File: src/rtl/uhc_sts_pkg.sv
package uhc_sts_pkg;

    localparam int DATA_W = 16;
    localparam int NSTS   = 6;

    localparam int B_DONE = 0;
    localparam int B_ERR  = 1;
    localparam int B_RSM  = 2;
    localparam int B_SYS  = 3;
    localparam int B_PROC = 4;
    localparam int B_HALT = 5;

    localparam int CMD_RUN_BIT = 0;
    localparam int NEN         = 3;

    typedef logic [NSTS-1:0] sts_vec_t;

    localparam sts_vec_t STS_RST = sts_vec_t'(1) << B_HALT;

    typedef struct packed {
        logic td_done;
        logic td_ioc;
        logic td_err;
        logic short_pkt;
        logic short_en;
        logic resume;
        logic gsusp;
        logic consist_fail;
        logic sysbus_err;
    } uhc_evt_t;

    function automatic logic [DATA_W-1:0] widen_sts(input sts_vec_t v);
        return {{(DATA_W - NSTS){1'b0}}, v};
    endfunction

    function automatic logic irq_reduce(input sts_vec_t s, input logic [NEN-1:0] en);
        return (|(s[NEN-1:0] & en)) | s[B_SYS] | s[B_PROC];
    endfunction

endpackage

File: src/rtl/uhc_evt_decode.sv
module uhc_evt_decode
    import uhc_sts_pkg::*;
(
    input  uhc_evt_t ev,
    output sts_vec_t set_vec
);
    always_comb begin
        set_vec         = '0;
        set_vec[B_DONE] = (ev.td_done & ev.td_ioc)
                        | (ev.td_err & ev.td_ioc)
                        | (ev.short_pkt & ev.short_en);
        set_vec[B_ERR]  = ev.td_err;
        set_vec[B_RSM]  = ev.resume & ev.gsusp;
        set_vec[B_SYS]  = ev.sysbus_err;
        set_vec[B_PROC] = ev.consist_fail;
    end
endmodule

File: src/rtl/uhc_run_ctl.sv
module uhc_run_ctl (
    input  logic clk,
    input  logic rst,
    input  logic cmd_we,
    input  logic cmd_run,
    input  logic fatal,
    output logic run,
    output logic halt_set
);
    logic run_q;
    logic run_d1;

    always_ff @(posedge clk) begin
        if (rst) begin
            run_q  <= 1'b0;
            run_d1 <= 1'b0;
        end else begin
            run_d1 <= run_q;
            if (fatal)
                run_q <= 1'b0;
            else if (cmd_we)
                run_q <= cmd_run;
        end
    end

    assign run      = run_q;
    assign halt_set = run_d1 & ~run_q;
endmodule

File: src/rtl/uhc_w1c_bank.sv
module uhc_w1c_bank #(
    parameter int N = 6,
    parameter logic [N-1:0] RST_VAL = '0
) (
    input  logic         clk,
    input  logic         rst,
    input  logic [N-1:0] set_i,
    input  logic [N-1:0] clr_i,
    output logic [N-1:0] q
);
    for (genvar i = 0; i < N; i++) begin : g_bit
        logic bit_q;
        always_ff @(posedge clk) begin
            if (rst)
                bit_q <= RST_VAL[i];
            else if (set_i[i])
                bit_q <= 1'b1;
            else if (clr_i[i])
                bit_q <= 1'b0;
        end
        assign q[i] = bit_q;
    end
endmodule

File: src/rtl/uhc_irq_mux.sv
module uhc_irq_mux
    import uhc_sts_pkg::*;
(
    input  sts_vec_t       sts,
    input  logic [NEN-1:0] en,
    output logic           irq
);
    always_comb irq = irq_reduce(sts, en);
endmodule

File: src/rtl/uhc_status_ctl.sv
module uhc_status_ctl
    import uhc_sts_pkg::*;
#(
    parameter int ADDR_W  = 2,
    parameter int CMD_OFS = 0,
    parameter int STS_OFS = 1
) (
    input  logic              clk,
    input  logic              rst,
    input  logic [ADDR_W-1:0] reg_addr,
    input  logic              reg_wr,
    input  logic [15:0]       reg_wdata,
    output logic [15:0]       reg_rdata,
    input  logic              ev_td_done,
    input  logic              ev_td_ioc,
    input  logic              ev_td_err,
    input  logic              ev_short,
    input  logic              ev_short_en,
    input  logic              ev_resume,
    input  logic              ev_consist_fail,
    input  logic              ev_sysbus_err,
    input  logic              gsusp,
    input  logic              ie_done,
    input  logic              ie_err,
    input  logic              ie_resume,
    output logic              run_out,
    output logic              halted_out,
    output logic              irq
);
    localparam logic [ADDR_W-1:0] A_CMD = ADDR_W'(CMD_OFS);
    localparam logic [ADDR_W-1:0] A_STS = ADDR_W'(STS_OFS);

    uhc_evt_t ev;
    sts_vec_t hw_set;
    sts_vec_t set_all;
    sts_vec_t sw_clr;
    sts_vec_t sts_q;
    logic     halt_set;
    logic     run;
    logic     cmd_we;
    logic     sts_we;

    always_comb begin
        ev.td_done      = ev_td_done;
        ev.td_ioc       = ev_td_ioc;
        ev.td_err       = ev_td_err;
        ev.short_pkt    = ev_short;
        ev.short_en     = ev_short_en;
        ev.resume       = ev_resume;
        ev.gsusp        = gsusp;
        ev.consist_fail = ev_consist_fail;
        ev.sysbus_err   = ev_sysbus_err;
    end

    assign cmd_we = reg_wr && (reg_addr == A_CMD);
    assign sts_we = reg_wr && (reg_addr == A_STS);

    uhc_evt_decode u_dec (
        .ev      (ev),
        .set_vec (hw_set)
    );

    uhc_run_ctl u_run (
        .clk      (clk),
        .rst      (rst),
        .cmd_we   (cmd_we),
        .cmd_run  (reg_wdata[CMD_RUN_BIT]),
        .fatal    (ev_consist_fail | ev_sysbus_err),
        .run      (run),
        .halt_set (halt_set)
    );

    always_comb begin
        set_all         = hw_set;
        set_all[B_HALT] = halt_set;
        sw_clr          = sts_we ? reg_wdata[NSTS-1:0] : '0;
    end

    uhc_w1c_bank #(
        .N       (NSTS),
        .RST_VAL (STS_RST)
    ) u_bank (
        .clk   (clk),
        .rst   (rst),
        .set_i (set_all),
        .clr_i (sw_clr),
        .q     (sts_q)
    );

    uhc_irq_mux u_irq (
        .sts (sts_q),
        .en  ({ie_resume, ie_err, ie_done}),
        .irq (irq)
    );

    always_comb begin
        reg_rdata = '0;
        if (reg_addr == A_STS)
            reg_rdata = widen_sts(sts_q);
        else if (reg_addr == A_CMD)
            reg_rdata[CMD_RUN_BIT] = run;
    end

    assign run_out    = run;
    assign halted_out = sts_q[B_HALT];
endmodule

File: config.mk
export PLATFORM = sky130hd
export DESIGN_NAME = uhc_status_ctl
export DESIGN_NICKNAME = d
export VERILOG_FILES = /design/src/rtl/uhc_sts_pkg.sv /design/src/rtl/uhc_evt_decode.sv /design/src/rtl/uhc_run_ctl.sv /design/src/rtl/uhc_w1c_bank.sv /design/src/rtl/uhc_irq_mux.sv /design/src/rtl/uhc_status_ctl.sv
export SDC_FILE = /design/constraint.sdc
export NUM_CORES = 1
export LEC_CHECK = 0
export ABC_CLOCK_PERIOD_IN_PS = 800
export BUFFER_PORTS_ARGS = -buffer_cell sky130_fd_sc_hd__buf_2
export CAP_MARGIN = 20
export CORE_UTILIZATION = 30
export DETAILED_ROUTE_END_ITERATION = 10
export PLACE_DENSITY_LB_ADDON = 0.05
export SETUP_SLACK_MARGIN = 0.4
export SLEW_MARGIN = 25
export SYNTH_ARGS = -nofsm -noshare
export SYNTH_HDL_FRONTEND = slang
export SYNTH_SLANG_ARGS = --single-unit
File: constraint.sdc
create_clock -name clk -period 0.8 [get_ports clk]
set_input_delay 0.16 -clock clk [delete_from_list [all_inputs] [get_ports clk]]
set_output_delay 0.16 -clock clk [all_outputs]
set_load 0.02 [all_outputs]
Yosys cells after proc, flatten, opt, wreduce, memory -nomap -nowiden
Index checks and enable logic that the tools add are counted.

Bits in registers: 8. Bits of input ports: 33. Logic and storage cells: 46.

Equal/unequal tests: 1. Muxes and demuxes: 14. Bitwise operators: 12. Reductions and logical operators: 11.

Operator list (number): 2-to-1 mux 1 bit (12); nonzero test 2 bit (5); 2-to-1 mux 6 bit (1); bitwise AND 1 bit (5); 2-to-1 mux 5 bit (1); OR 1 bit (5); OR reduction 2 bit (2); bitwise AND 3 bit (1); OR reduction 3 bit (1); equality test 2 x 1 -> 1 bit, second input constant (1); logical AND 1 bit (2); zero test 2 bit (1); inverter 1 bit (1).

Logic depth before layout (Yosys ltp)
Depth in word-level cells: 5. Depth in mapped cells: 3. Mapped depth without buffers: 2.

By module
A second synthesis with hierarchy kept.

Cells, all modules: 76. Area total of the unflattened synthesis: 646.9 um2.

By module, submodules not included: uhc_w1c_bank (times used 1, cells each 30, area an instance 290.3 um2, seq. area each 120.1 um2); uhc_status_ctl (times used 1, cells each 28, area an instance 207.7 um2, seq. area each 0.0 um2); uhc_run_ctl (times used 1, cells each 6, area an instance 72.6 um2, seq. area each 40.0 um2); uhc_evt_decode (times used 1, cells each 9, area an instance 52.6 um2, seq. area each 0.0 um2); uhc_irq_mux (times used 1, cells each 3, area an instance 23.8 um2, seq. area each 0.0 um2).

Least setup slack after synthesis
Ideal clock, no wire load.

Path kind: register to output. Start point: reg u_run.run_q (netlist: u_run.run). End point: out reg_rdata[0]. Arrival time: 0.840 ns. Required time: 0.640 ns. Path slack: -0.200 ns. Cell stages (with the launch flop): 3. Path buffers: 0. Cell sequence: dfxtp_1 mux2i_1 nor2_1.

Longest elaborated chain between the ends: 2.

RTL lines: start: declaration (RTL line uhc_run_ctl.sv:10) `logic run_q;`; start signal: assignment (RTL line uhc_run_ctl.sv:22) `run_q <= cmd_run;`; 2-to-1 mux 1 bit (RTL line uhc_status_ctl.sv:100) `else if (reg_addr == A_CMD)`; 2-to-1 mux 1 bit (RTL line uhc_status_ctl.sv:98) `if (reg_addr == A_STS)`; end: declaration (RTL line uhc_status_ctl.sv:13) `output logic [15:0] reg_rdata,`.

No other way between the ends.

Worst setup path after layout
Start point: reg u_bank.g_bit[0].bit_q. End point: out irq.

Longest elaborated chain between the ends: 4.

RTL lines: start: declaration (RTL line uhc_w1c_bank.sv:12) `logic bit_q;`; start signal: assignment (RTL line uhc_w1c_bank.sv:15) `bit_q <= RST_VAL[i];`; bitwise AND 3 bit (RTL line uhc_sts_pkg.sv:37) `return (|(s[NEN-1:0] & en)) | s[B_SYS] | s[B_PROC];`; OR reduction 3 bit (RTL line uhc_sts_pkg.sv:37); OR 1 bit (2 in series) (RTL line uhc_sts_pkg.sv:37); end: declaration (RTL line uhc_status_ctl.sv:28) `output logic irq`.

No other way between the ends.

==> run_summary.xml <==
<?xml version="1.0" encoding="UTF-8"?>
<metrics>
  <group name="setup_path">
    <metric name="crit_path_end_kind" unit="">primary output</metric>
    <metric name="worst_setup_path_start_kind" unit="">register</metric>
    <metric name="reg2reg_to" unit="">u_run.run$_SDFFE_PP0P_</metric>
    <metric name="worstPathCellList" unit="">a211oi_2 -&gt; nand2_2 -&gt; buf_6</metric>
    <metric name="worstRegToRegCells" unit="">3</metric>
    <metric name="critical_path.max_fanout" unit="">3</metric>
    <metric name="rr_startpoint" unit="">u_run.run$_SDFFE_PP0P_</metric>
    <metric name="crit_slowest_cell" unit="">dfxtp_4</metric>
    <metric name="worst-endpoint-arrival" unit="ps">1000</metric>
    <metric name="cp_data_required_time" unit="ps">640</metric>
    <metric name="regToRegSetupSlack" unit="ps">-150</metric>
    <metric name="crit_type" unit="">reg2out</metric>
    <metric name="slowest_delay" unit="ps">350</metric>
  </group>
  <group name="cells_and_area">
    <metric name="fin_util" unit="%">59.17</metric>
    <metric name="final_net_count" unit="">137</metric>
    <metric name="fillCellCount" unit="">147</metric>
    <metric name="stdcell_count" unit="">119</metric>
    <metric name="final_instance_area" unit="um2">912.1</metric>
    <metric name="layout.cells.most_common_list" unit="">20 x buf_2, 14 x buf_6, 10 x conb_1</metric>
    <metric name="final_layout_size_suffix_gt1_share" unit="%">69.90</metric>
    <metric name="antenna-diode-count" unit="">0</metric>
    <metric name="most_frequent_standard_cell_in_the_layout_excluding_fill_and_tap_cells" unit="">buf_2</metric>
    <metric name="synthToLayoutAreaGrowth" unit="%">81.80</metric>
  </group>
  <group name="detailed_routing">
    <metric name="via_count" unit="">549</metric>
    <metric name="drt_drc_violations_left" unit="">0</metric>
    <metric name="avgViaCountPerCell" unit="">4.613</metric>
    <metric name="drt_iter0_drc" unit="">9</metric>
    <metric name="wirelength" unit="um">1243</metric>
    <metric name="first_pass_iters" unit="">4</metric>
    <metric name="route.detailed.wl_per_inst" unit="um">10.45</metric>
    <metric name="ant_nets" unit="">0</metric>
  </group>
  <group name="sta">
    <metric name="min_period" unit="ps">1156</metric>
    <metric name="finalCritPeriodShare" unit="%">144.5</metric>
    <metric name="finalHoldViolCount" unit="">0</metric>
    <metric name="finClkSkew" unit="ps">0.2106</metric>
    <metric name="timing.final.setup_violations" unit="">13</metric>
    <metric name="slew_violations" unit="">0</metric>
    <metric name="finalSetupTns" unit="ps">-2338</metric>
    <metric name="rsz0062_at_grt" unit="">yes</metric>
    <metric name="post-route-worst-setup-slack" unit="ps">-356.4</metric>
    <metric name="highest_attainable_clock_frequency" unit="GHz">0.8648</metric>
  </group>
  <group name="run_status">
    <metric name="run_status" unit="">complete, but fails checks</metric>
    <metric name="violations" unit="">setup timing</metric>
  </group>
  <group name="placement">
    <metric name="post_dp_hpwl" unit="um">931.7</metric>
    <metric name="dpl-instance-area" unit="um2">729.5</metric>
    <metric name="placed_cells_incl_taps" unit="">111</metric>
    <metric name="routabilityCongestion" unit="">0.7987</metric>
    <metric name="numPortBuffers" unit="">31</metric>
  </group>
  <group name="synthesis">
    <metric name="yosys_synthesis_warning_count" unit="">0</metric>
    <metric name="avgSynthCellArea" unit="um2">8.651</metric>
    <metric name="netlist_top_cells_area" unit="">dfxtp_1 32%, buf_4 15%, a311oi_1 7.0%, and2_1 6.2%, nor2_1 4.5%</metric>
    <metric name="yosys_register_bits" unit="">8</metric>
    <metric name="ys_seq_area_share" unit="%">31.92</metric>
    <metric name="synth_cell_types" unit="">24</metric>
    <metric name="synth_area_leader_cell" unit="">dfxtp_1</metric>
    <metric name="synthesis.area" unit="um2">501.7</metric>
    <metric name="syn_inst" unit="">58</metric>
    <metric name="synth.top_cell.area_share" unit="%">31.92</metric>
  </group>
  <group name="pwr">
    <metric name="report.power.total" unit="mW">1.147</metric>
    <metric name="ir_worst_vdd" unit="uV">721.8</metric>
    <metric name="p_per_area" unit="nW/um2">1257</metric>
    <metric name="power.sequential.fraction" unit="%">38.7</metric>
    <metric name="net_sw_share" unit="%">30.13</metric>
    <metric name="clock_power_share" unit="%">29.9</metric>
    <metric name="internal_power" unit="mW">0.8013</metric>
    <metric name="net_switching_power" unit="mW">0.3455</metric>
    <metric name="combPwrFrac" unit="%">31.4</metric>
    <metric name="total_leakage_power" unit="nW">0.4346</metric>
  </group>
  <group name="global_route">
    <metric name="grt_first_pass_wirelength" unit="um">1945</metric>
    <metric name="overall_overflow_remaining_after_global_route" unit="">0</metric>
    <metric name="grt_start_max_net_pins" unit="">9</metric>
    <metric name="vias_in_the_first_global_route" unit="">475</metric>
    <metric name="grt_antenna_before_repair" unit="">0</metric>
    <metric name="groute.usage.overall" unit="%">14.29</metric>
  </group>
  <group name="cts">
    <metric name="clock_latency" unit="ps">260</metric>
    <metric name="cts_tree" unit="">built</metric>
    <metric name="clock_tree.htree_level_count" unit="">1</metric>
    <metric name="clkTransAtPathRegs" unit="ps">60</metric>
    <metric name="cts_made_buffers" unit="">3</metric>
    <metric name="clockRootBuffer" unit="">clkbuf_4</metric>
    <metric name="cts.sink_count" unit="">8</metric>
    <metric name="max_clock_buf_depth" unit="">2</metric>
  </group>
  <group name="die">
    <metric name="design.die.area" unit="um2">1840</metric>
    <metric name="fp.dieH" unit="um">42.90</metric>
    <metric name="die_w" unit="um">42.90</metric>
    <metric name="num_rows" unit="">14</metric>
    <metric name="initial_core_util" unit="%">32.55</metric>
    <metric name="num_io_pins" unit="">52</metric>
    <metric name="fp.coreArea" unit="um2">1541</metric>
  </group>
  <group name="flow_run">
    <metric name="maxCapViolations" unit="">0</metric>
  </group>
  <group name="min_path">
    <metric name="hold_path_end" unit="">u_bank.g_bit[4].bit_q$_SDFFE_PP0P_</metric>
    <metric name="min_path_cells" unit="">2</metric>
    <metric name="min_path_type" unit="">in2reg</metric>
    <metric name="timing.hold.worst.start" unit="">reg_wdata[4]</metric>
  </group>
</metrics>
## cell type report
cell class	instances	area [um2]	share of cell area, %
clock buffer	4	26.28	2.881
tap	16	20.02	2.195
sequential	8	176.4	19.34
multi-input combinational	44	346.6	38.00
timing repair buffer	43	325.3	35.67
inverter	4	17.52	1.920
## Yosys cell counts
cell,n
nor2_1,6
mux2_2,1
conb_1,1
a221o_1,1
nand4b_1,1
dfxtp_1,8
and2b_2,1
buf_4,10
mux2i_1,1
and3b_4,1
and4b_2,1
nand3b_1,1
and2_1,5
a211oi_1,1
nand2b_1,2
inv_1,4
nor4b_1,2
buf_2,1
a22oi_1,1
nor3b_1,1
a21oi_1,1
nand2_1,2
a311oi_1,4
o221ai_1,1
## cells by family (layout without fill, tap and decap cells)
family          Yosys count  count (layout)  synth area share (%)
compound gates            9               9                 14.71
buf+inv                  15              51                 18.95
flops                     8               8                 31.92
mux                       2               2                 4.239
other cells               1              10                0.7474
simple gates             23              23                 29.43
## power groups by stage
stage               sequential (mW)  combinational [mW]  clock (mW)
global route                  0.448               0.390       0.363
finish                        0.444               0.360       0.343
global placement              0.451               0.283           0
floorplan                     0.448               0.194           0
detailed placement            0.452               0.285           0
CTS                           0.443               0.328       0.347
## worst max path at each step
stage / from / to / slack, ps
floorplan: u_run.run$_SDFFE_PP0P_ / u_run.run$_SDFFE_PP0P_ / -50
global placement: reg_addr[1] / reg_rdata[3] / -200
detailed placement: reg_addr[1] / reg_rdata[3] / -210
CTS: u_bank.g_bit[4].bit_q$_SDFFE_PP0P_ / irq / -360
global route: u_bank.g_bit[0].bit_q$_SDFFE_PP0P_ / irq / -410
finish: u_bank.g_bit[0].bit_q$_SDFFE_PP0P_ / irq / -360
## per-stage QoR
step	setup slack, ps	hold slack [ps]
after detailed placement	-211.0	354.3
after global placement	-204.9	354.7
after global routing	-407.3	92.29
after CTS	-361.3	88.82
after floorplan	-46.80	266.8
final	-356.4	88.91
## layer usage
metal / vias to the layer above / share of wire [%] / track usage (%)
met4: 0 / 2.0 / 9.375
li1: 277 / - / -
met2: 27 / 47 / 23.03
met1: 241 / 44 / 17.36
met5: - / 0 / 0
met3: 4 / 6.4 / 2.128
## worst max-delay path: cells and delay by family, from the launching register on
| family | cells | cell delay, ps |
|---|---|---|
| compound gates | 1 | 200 |
| buf+inv | 1 | 130 |
| simple gates | 1 | 70 |
| flops | 1 | 350 |
## sequential cells by signal (all words and copies together) (netlist names)
| signal | flops |
|---|---|
| u_run.run_d1 | 1 |
| u_run.run | 1 |
| u_bank.g_bit.bit_q | 6 |
## repair_timing
item	4_1_cts	5_1_grt
resized for setup	24	13
buffers inserted	3	1
hold buffers	0	0
pin swaps	10	2
endpoints found under the setup margin	17	17
Power figures use the tool's default switching activity.
